File: config.mk
export PLATFORM = sky130hd
export DESIGN_NAME = twostage_wdt
export DESIGN_NICKNAME = d
export VERILOG_FILES = /design/src/rtl/twostage_wdt_pkg.sv /design/src/rtl/wdt_prescaler.sv /design/src/rtl/wdt_bus.sv /design/src/rtl/wdt_config.sv /design/src/rtl/wdt_core.sv /design/src/rtl/twostage_wdt.sv
export SDC_FILE = /design/constraint.sdc
export NUM_CORES = 1
export LEC_CHECK = 0
export BUFFER_PORTS_ARGS = -buffer_cell sky130_fd_sc_hd__buf_2
export CAP_MARGIN = 25
export CORE_MARGIN = 3
export CORE_UTILIZATION = 57
export DETAILED_ROUTE_END_ITERATION = 8
export PLACE_DENSITY_LB_ADDON = 0.12
export SYNTH_ARGS = -nofsm -noshare
export SYNTH_HDL_FRONTEND = slang
export SYNTH_SLANG_ARGS = --single-unit
export TNS_END_PERCENT = 1
File: constraint.sdc
create_clock -name clk_i -period 3.04 [get_ports clk_i]
set_input_delay 0 -clock clk_i [delete_from_list [all_inputs] [get_ports clk_i]]
set_output_delay 0 -clock clk_i [all_outputs]
set_load 0.02 [all_outputs]
File: src/rtl/twostage_wdt_pkg.sv
`timescale 1ns/1ps
package twostage_wdt_pkg;

    // Register port address width and register offsets
    localparam int unsigned REG_ADDR_W = 3;
    localparam logic [REG_ADDR_W-1:0] ADR_COUNT = 3'd0;
    localparam logic [REG_ADDR_W-1:0] ADR_START = 3'd1;
    localparam logic [REG_ADDR_W-1:0] ADR_STS_A = 3'd2;
    localparam logic [REG_ADDR_W-1:0] ADR_STS_B = 3'd3;
    localparam logic [REG_ADDR_W-1:0] ADR_CTRL  = 3'd4;

    // Bit positions inside the registers
    localparam int unsigned HALT_POS     = 11;
    localparam int unsigned SMI_EN_POS   = 1;
    localparam int unsigned NO_RBT_POS   = 0;
    localparam int unsigned FIRST_TO_POS = 3;
    localparam int unsigned SECOND_POS   = 1;
    localparam int unsigned BOOT_POS     = 2;

    typedef struct packed {
        logic count;
        logic start;
        logic sts_a;
        logic sts_b;
        logic ctrl;
    } reg_wr_t;

    typedef struct packed {
        logic halt;
        logic smi_en;
        logic no_reboot;
    } ctrl_t;

endpackage

File: src/rtl/wdt_prescaler.sv
`timescale 1ns/1ps
module wdt_prescaler #(
    parameter int unsigned DIV = 8
) (
    input  logic clk_i,
    input  logic rst_ni,
    output logic tick_o
);
    localparam int unsigned DIV_W = (DIV > 1) ? $clog2(DIV) : 1;
    localparam logic [DIV_W-1:0] LAST = DIV_W'(DIV - 1);

    logic [DIV_W-1:0] div_d, div_q;

    generate
        if (DIV <= 1) begin : g_every_clock
            always_comb begin
                tick_o = 1'b1;
                div_d  = '0;
            end
            logic unused_div;
            assign unused_div = ^div_q;
        end else begin : g_divide
            always_comb begin
                tick_o = (div_q == LAST);
                div_d  = tick_o ? '0 : div_q + DIV_W'(1);
            end
        end
    endgenerate

    always_ff @(posedge clk_i or negedge rst_ni) begin
        if (!rst_ni) div_q <= '0;
        else         div_q <= div_d;
    end
endmodule

File: src/rtl/wdt_bus.sv
`timescale 1ns/1ps
module wdt_bus
    import twostage_wdt_pkg::*;
#(
    parameter int unsigned CNT_W  = 10,
    parameter int unsigned DATA_W = 16
) (
    input  logic                  sel_i,
    input  logic                  wr_i,
    input  logic [REG_ADDR_W-1:0] addr_i,
    input  logic [CNT_W-1:0]      count_i,
    input  logic [CNT_W-1:0]      start_i,
    input  ctrl_t                 ctrl_i,
    input  logic                  first_to_i,
    input  logic                  second_to_i,
    input  logic                  boot_i,
    output reg_wr_t               wr_o,
    output logic [DATA_W-1:0]     rdata_o
);
    always_comb begin
        wr_o       = '0;
        if (sel_i && wr_i) begin
            unique case (addr_i)
                ADR_COUNT: wr_o.count = 1'b1;
                ADR_START: wr_o.start = 1'b1;
                ADR_STS_A: wr_o.sts_a = 1'b1;
                ADR_STS_B: wr_o.sts_b = 1'b1;
                ADR_CTRL:  wr_o.ctrl  = 1'b1;
                default:   wr_o       = '0;
            endcase
        end
    end

    always_comb begin
        rdata_o = '0;
        if (sel_i) begin
            unique case (addr_i)
                ADR_COUNT: rdata_o[CNT_W-1:0] = count_i;
                ADR_START: rdata_o[CNT_W-1:0] = start_i;
                ADR_STS_A: rdata_o[FIRST_TO_POS] = first_to_i;
                ADR_STS_B: begin
                    rdata_o[SECOND_POS] = second_to_i;
                    rdata_o[BOOT_POS]   = boot_i;
                end
                ADR_CTRL: begin
                    rdata_o[HALT_POS]   = ctrl_i.halt;
                    rdata_o[SMI_EN_POS] = ctrl_i.smi_en;
                    rdata_o[NO_RBT_POS] = ctrl_i.no_reboot;
                end
                default: rdata_o = '0;
            endcase
        end
    end
endmodule

File: src/rtl/wdt_config.sv
`timescale 1ns/1ps
module wdt_config
    import twostage_wdt_pkg::*;
#(
    parameter int unsigned CNT_W    = 10,
    parameter int unsigned DATA_W   = 16,
    parameter int unsigned MIN_INIT = 4
) (
    input  logic              clk_i,
    input  logic              rst_ni,
    input  logic              wr_start_i,
    input  logic              wr_ctrl_i,
    input  logic [DATA_W-1:0] wdata_i,
    output logic [CNT_W-1:0]  start_o,
    output ctrl_t             ctrl_o
);
    localparam logic [CNT_W-1:0] START_RST = CNT_W'(MIN_INIT);

    typedef struct packed {
        logic [CNT_W-1:0] start;
        ctrl_t            ctrl;
    } cfg_t;

    cfg_t cfg_d, cfg_q;
    logic [CNT_W-1:0] new_start;
    logic unused_wdata;

    assign new_start    = wdata_i[CNT_W-1:0];
    assign unused_wdata = ^wdata_i;

    always_comb begin
        cfg_d = cfg_q;
        if (wr_start_i && (new_start >= START_RST)) begin
            cfg_d.start = new_start;
        end
        if (wr_ctrl_i) begin
            cfg_d.ctrl.halt      = wdata_i[HALT_POS];
            cfg_d.ctrl.smi_en    = wdata_i[SMI_EN_POS];
            cfg_d.ctrl.no_reboot = wdata_i[NO_RBT_POS];
        end
    end

    always_ff @(posedge clk_i or negedge rst_ni) begin
        if (!rst_ni) begin
            cfg_q.start          <= START_RST;
            cfg_q.ctrl.halt      <= 1'b1;
            cfg_q.ctrl.smi_en    <= 1'b0;
            cfg_q.ctrl.no_reboot <= 1'b0;
        end else begin
            cfg_q <= cfg_d;
        end
    end

    assign start_o = cfg_q.start;
    assign ctrl_o  = cfg_q.ctrl;
endmodule

File: src/rtl/wdt_core.sv
`timescale 1ns/1ps
module wdt_core
    import twostage_wdt_pkg::*;
#(
    parameter int unsigned CNT_W    = 10,
    parameter int unsigned DATA_W   = 16,
    parameter int unsigned MIN_INIT = 4
) (
    input  logic              clk_i,
    input  logic              rst_ni,
    input  logic              tick_i,
    input  ctrl_t             ctrl_i,
    input  logic [CNT_W-1:0]  start_i,
    input  logic              wr_count_i,
    input  logic              wr_sts_a_i,
    input  logic              wr_sts_b_i,
    input  logic [DATA_W-1:0] wdata_i,
    output logic [CNT_W-1:0]  count_o,
    output logic              first_to_o,
    output logic              second_to_o,
    output logic              boot_o,
    output logic              smi_req_o,
    output logic              rst_req_o
);
    typedef struct packed {
        logic [CNT_W-1:0] cnt;
        logic             first_to;
        logic             second_to;
        logic             boot;
        logic             smi;
        logic             rst;
    } core_t;

    core_t st_d, st_q;
    logic  expire;
    logic  unused_wdata;

    assign unused_wdata = ^wdata_i;

    always_comb begin
        st_d     = st_q;
        st_d.smi = 1'b0;
        st_d.rst = 1'b0;
        expire   = 1'b0;

        // write-1-to-clear status; a set below overrides
        if (wr_sts_a_i && wdata_i[FIRST_TO_POS]) st_d.first_to  = 1'b0;
        if (wr_sts_b_i && wdata_i[SECOND_POS])   st_d.second_to = 1'b0;
        if (wr_sts_b_i && wdata_i[BOOT_POS])     st_d.boot      = 1'b0;

        if (wr_count_i) begin
            st_d.cnt = start_i;
        end else if (tick_i && !ctrl_i.halt) begin
            if (st_q.cnt == '0) begin
                expire   = 1'b1;
                st_d.cnt = start_i;
            end else begin
                st_d.cnt = st_q.cnt - CNT_W'(1);
            end
        end

        if (expire) begin
            if (!st_q.first_to) begin
                st_d.first_to = 1'b1;
                st_d.smi      = ctrl_i.smi_en;
            end else begin
                st_d.second_to = 1'b1;
                if (ctrl_i.no_reboot) st_d.boot = 1'b1;
                else                  st_d.rst  = 1'b1;
            end
        end
    end

    always_ff @(posedge clk_i or negedge rst_ni) begin
        if (!rst_ni) begin
            st_q.cnt       <= CNT_W'(MIN_INIT);
            st_q.first_to  <= 1'b0;
            st_q.second_to <= 1'b0;
            st_q.boot      <= 1'b0;
            st_q.smi       <= 1'b0;
            st_q.rst       <= 1'b0;
        end else begin
            st_q <= st_d;
        end
    end

    assign count_o     = st_q.cnt;
    assign first_to_o  = st_q.first_to;
    assign second_to_o = st_q.second_to;
    assign boot_o      = st_q.boot;
    assign smi_req_o   = st_q.smi;
    assign rst_req_o   = st_q.rst;
endmodule

File: src/rtl/twostage_wdt.sv
`timescale 1ns/1ps
module twostage_wdt
    import twostage_wdt_pkg::*;
#(
    parameter int unsigned TICK_DIV = 8,
    parameter int unsigned CNT_W    = 10,
    parameter int unsigned DATA_W   = 16,
    parameter int unsigned MIN_INIT = 4
) (
    input  logic                  clk_i,
    input  logic                  rst_ni,
    input  logic                  bus_sel_i,
    input  logic                  bus_wr_i,
    input  logic [REG_ADDR_W-1:0] bus_addr_i,
    input  logic [DATA_W-1:0]     bus_wdata_i,
    output logic [DATA_W-1:0]     bus_rdata_o,
    output logic                  smi_req_o,
    output logic                  rst_req_o
);
    logic             tick_w;
    reg_wr_t          wr_w;
    ctrl_t            ctrl_w;
    logic [CNT_W-1:0] start_w;
    logic [CNT_W-1:0] count_w;
    logic             first_to_w, second_to_w, boot_w;
    logic             halt_w, no_reboot_w;

    assign halt_w      = ctrl_w.halt;
    assign no_reboot_w = ctrl_w.no_reboot;

    wdt_prescaler #(.DIV(TICK_DIV)) u_presc (
        .clk_i  (clk_i),
        .rst_ni (rst_ni),
        .tick_o (tick_w)
    );

    wdt_bus #(.CNT_W(CNT_W), .DATA_W(DATA_W)) u_bus (
        .sel_i       (bus_sel_i),
        .wr_i        (bus_wr_i),
        .addr_i      (bus_addr_i),
        .count_i     (count_w),
        .start_i     (start_w),
        .ctrl_i      (ctrl_w),
        .first_to_i  (first_to_w),
        .second_to_i (second_to_w),
        .boot_i      (boot_w),
        .wr_o        (wr_w),
        .rdata_o     (bus_rdata_o)
    );

    wdt_config #(.CNT_W(CNT_W), .DATA_W(DATA_W), .MIN_INIT(MIN_INIT)) u_cfg (
        .clk_i      (clk_i),
        .rst_ni     (rst_ni),
        .wr_start_i (wr_w.start),
        .wr_ctrl_i  (wr_w.ctrl),
        .wdata_i    (bus_wdata_i),
        .start_o    (start_w),
        .ctrl_o     (ctrl_w)
    );

    wdt_core #(.CNT_W(CNT_W), .DATA_W(DATA_W), .MIN_INIT(MIN_INIT)) u_core (
        .clk_i       (clk_i),
        .rst_ni      (rst_ni),
        .tick_i      (tick_w),
        .ctrl_i      (ctrl_w),
        .start_i     (start_w),
        .wr_count_i  (wr_w.count),
        .wr_sts_a_i  (wr_w.sts_a),
        .wr_sts_b_i  (wr_w.sts_b),
        .wdata_i     (bus_wdata_i),
        .count_o     (count_w),
        .first_to_o  (first_to_w),
        .second_to_o (second_to_w),
        .boot_o      (boot_w),
        .smi_req_o   (smi_req_o),
        .rst_req_o   (rst_req_o)
    );
endmodule

==> impl_metrics.toml <==
[drt]
drt_iter0_markers = 72
ant_nets = 0
wire_per_inst_um = 16.2
num_vias = 1538
drc = 0
firstDrtPassIters = 4
viasPerCell = 5.74
wirelength_um = 4340

[placed_design]
port_buffers = 30
hpwlAfterDp_um = 3060
routabilityCongestion = 0.851
dpl_cell_area_um2 = 1950

[die]
dieArea_um2 = 3860
rows = 19
die_height_um = 62.1
start_util_pct = 62.4
ioPinCount = 41
coreArea_um2 = 2880
die_x_um = 62.1

[timing]
rsz0062_at_grt = "no"
min_period_ps = 2070
post-route-period-util_pct = 68.0
tightest_slew_ps = 969
tns_ps = 0
hold_viol_final = 0
max-slew-margin-rel_pct = 35.0
setup_viol = 0
slew_violations = 0
finClkSkew_ps = 6.52
fmax_ghz = 0.484

[clock_tree]
post_cts_buffers = 0
clock_latency_ps = 340
path_clk_slew_ps = 100
clk_path_buf_depth = 2
cts_sinks = 31
cts_tree = "done"
cts-htree-levels = 2
cts.hold.buffers_added = 12
tritoncts.num_buffers = 5
root_buffer = "clkbuf_4"
cts-resized-gates = 0

[min_path]
min_path_type = "in2reg"

[critical_path]
critPathLaunchType = "register"
cp.required_ps = 3210
cp-end-kind = "register"
critPathArrivalTime_ps = 2240
worstSetupPathType = "reg2reg"
path_max_fanout = 5

[flow_run]
maxCapViolations = 0

[logic_synthesis]
synthFlopType = "dfrtp_1"
syn_area_um2 = 1800
postSynth.asyncResetShare_pct = 100
ys_types = 42
ys_ff_latch = 31
synth_edf_count = 0
ys_seq_area_share_pct = 43.4
syn_inst = 182
ys_warn_count = 0
syn_avg_cell_area_um2 = 9.87

[global_routing]
grt_pass1_vias = 1540
grt_start_max_net_pins = 32
track_usage_pct = 24.0
overflow = 0
antenna_found_initial = 0
grt_first_pass_wirelength_um = 7400

[power]
power_density_nw_per_um2 = 615
leakage_nw = 1.03
peakVddDrop_mv = 0.370
finalPower_mw = 1.32

[finish]
antennaDiodeCount = 0
fin_util_pct = 74.7
nets = 252
area_delta_synth_final_pct = 19.7
design_area_um2 = 2150
n_fill_cell = 213
drive_above_1_share_pct = 19.9

[run_status]
status = "finished, final reports clean"
## through the flow
| step | instances | hold slack [ps] | worst slack (ps) |
|---|---|---|---|
| 2_1_floorplan | 186 | -296 | 1250 |
| 3_3_place_gp | 248 | 67.6 | 957 |
| 3_5_place_dp | 248 | 78.1 | 795 |
| 4_1_cts | 268 | 5.48 | 974 |
| 5_1_grt | 268 | 70.4 | 735 |
| 6_report | 268 | 18.6 | 972 |
## where the power goes
group	leakage, nW	internal [mW]	total [mW]	switching [mW]
Sequential	0.377	0.525	0.671	0.146
Combinational	0.608	0.154	0.327	0.173
Clock	0.0452	0.173	0.323	0.150
Total	1.03	0.852	1.32	0.469
## flip-flops by register name (all words and copies together), names as in the netlist
name	flops
u_cfg.ctrl_o	3
u_cfg.start_o	10
u_core.boot_o	1
u_core.count_o	10
u_core.first_to_o	1
u_core.rst_req_o	1
u_core.second_to_o	1
u_core.smi_req_o	1
u_presc.div_q	3
## synthesized netlist by cell type, types with 3 or more instances
cell type | count | share of area (%)
dfrtp_1 | 28 | 39
mux2_1 | 14 | 8.8
nor2_1 | 13 | 2.7
inv_1 | 12 | 2.5
nand2_1 | 12 | 2.5
o21ai_1 | 11 | 3.1
mux2i_1 | 8 | 4.5
nand4_1 | 8 | 2.8
nand3_1 | 7 | 2.0
a22oi_1 | 6 | 2.5
o21ai_0 | 6 | 1.7
buf_4 | 5 | 2.1
a21oi_1 | 4 | 1.1
ha_1 | 4 | 2.8
nor2b_1 | 4 | 1.4
a31oi_1 | 3 | 1.0
dfstp_2 | 3 | 4.4
nor4_1 | 3 | 1.0
## cell usage in the layout, fill, tap and decap left out, types with 3 or more instances in the layout
| cell | count |
|---|---|
| buf_2 | 30 |
| dfrtp_1 | 28 |
| mux2_1 | 14 |
| nor2_1 | 13 |
| nand2_1 | 12 |
| inv_1 | 12 |
| dlygate4sd3_1 | 12 |
| o21ai_1 | 11 |
| mux2i_1 | 8 |
| nand4_1 | 8 |
| nand3_1 | 7 |
| a22oi_1 | 6 |
| o21ai_0 | 6 |
| conb_1 | 5 |
| clkbuf_4 | 5 |
| nor2b_1 | 4 |
| a21oi_1 | 4 |
| ha_1 | 4 |
| a31oi_1 | 3 |
| nor4_1 | 3 |
| dfstp_2 | 3 |
## layout make-up
| class | count | area [um2] | share of cell area (%) |
|---|---|---|---|
| multi-input cells | 133 | 921 | 42.8 |
| clock buffers | 5 | 37.5 | 1.75 |
| clock inverters | 3 | 43.8 | 2.04 |
| repair buffers | 42 | 270 | 12.6 |
| flip-flops and latches | 31 | 779 | 36.3 |
| inverters | 12 | 45.0 | 2.10 |
| well taps | 42 | 52.6 | 2.44 |
## cell families after synthesis
kind of cell | share of synthesized area, %
AO/OA/AOI/OAI | 12.7
multiplexers | 13.9
other | 0.209
AND/OR/NAND/NOR | 20.9
adder cells (fa/ha/maj) | 2.79
buffers and inverters | 6.13
flip-flops | 43.4
## routing by layer
| layer | wire [um] | vias to the layer above | track usage [%] |
|---|---|---|---|
| li1 | - | 745 | - |
| met1 | 1920 | 732 | 31.1 |
| met2 | 2150 | 53 | 40.9 |
| met3 | 208 | 8 | 4.68 |
| met4 | 65 | 0 | 7.18 |
| met5 | 0 | - | 0 |
## worst max-delay path: stages (launching register included)
cell	delay [ps]
dfrtp_1	440
inv_1	130
ha_1	240
or4b_1	520
nor4_1	250
nand4_1	130
o21ai_1	100
a22oi_1	100
## path summary, 6_finish.rpt
kind / depth (start not counted) / startpoint / to / slack, ps
worst max register to register: 7 / u_core.count_o[0] / u_core.count_o[8] / 970
min in group asynchronous: 2 / rst_ni / u_core.count_o[3] / 230
worst max-delay path: 7 / u_core.count_o[0] / u_core.count_o[8] / 970
worst min register to register: 1 / u_presc.div_q[0] / u_presc.div_q[0] / 440
worst min-delay path: 4 / bus_wr_i / u_core.first_to_o / 20
max in group asynchronous: 2 / rst_ni / u_presc.div_q[0] / 2380
Power figures use the tool's default switching activity.
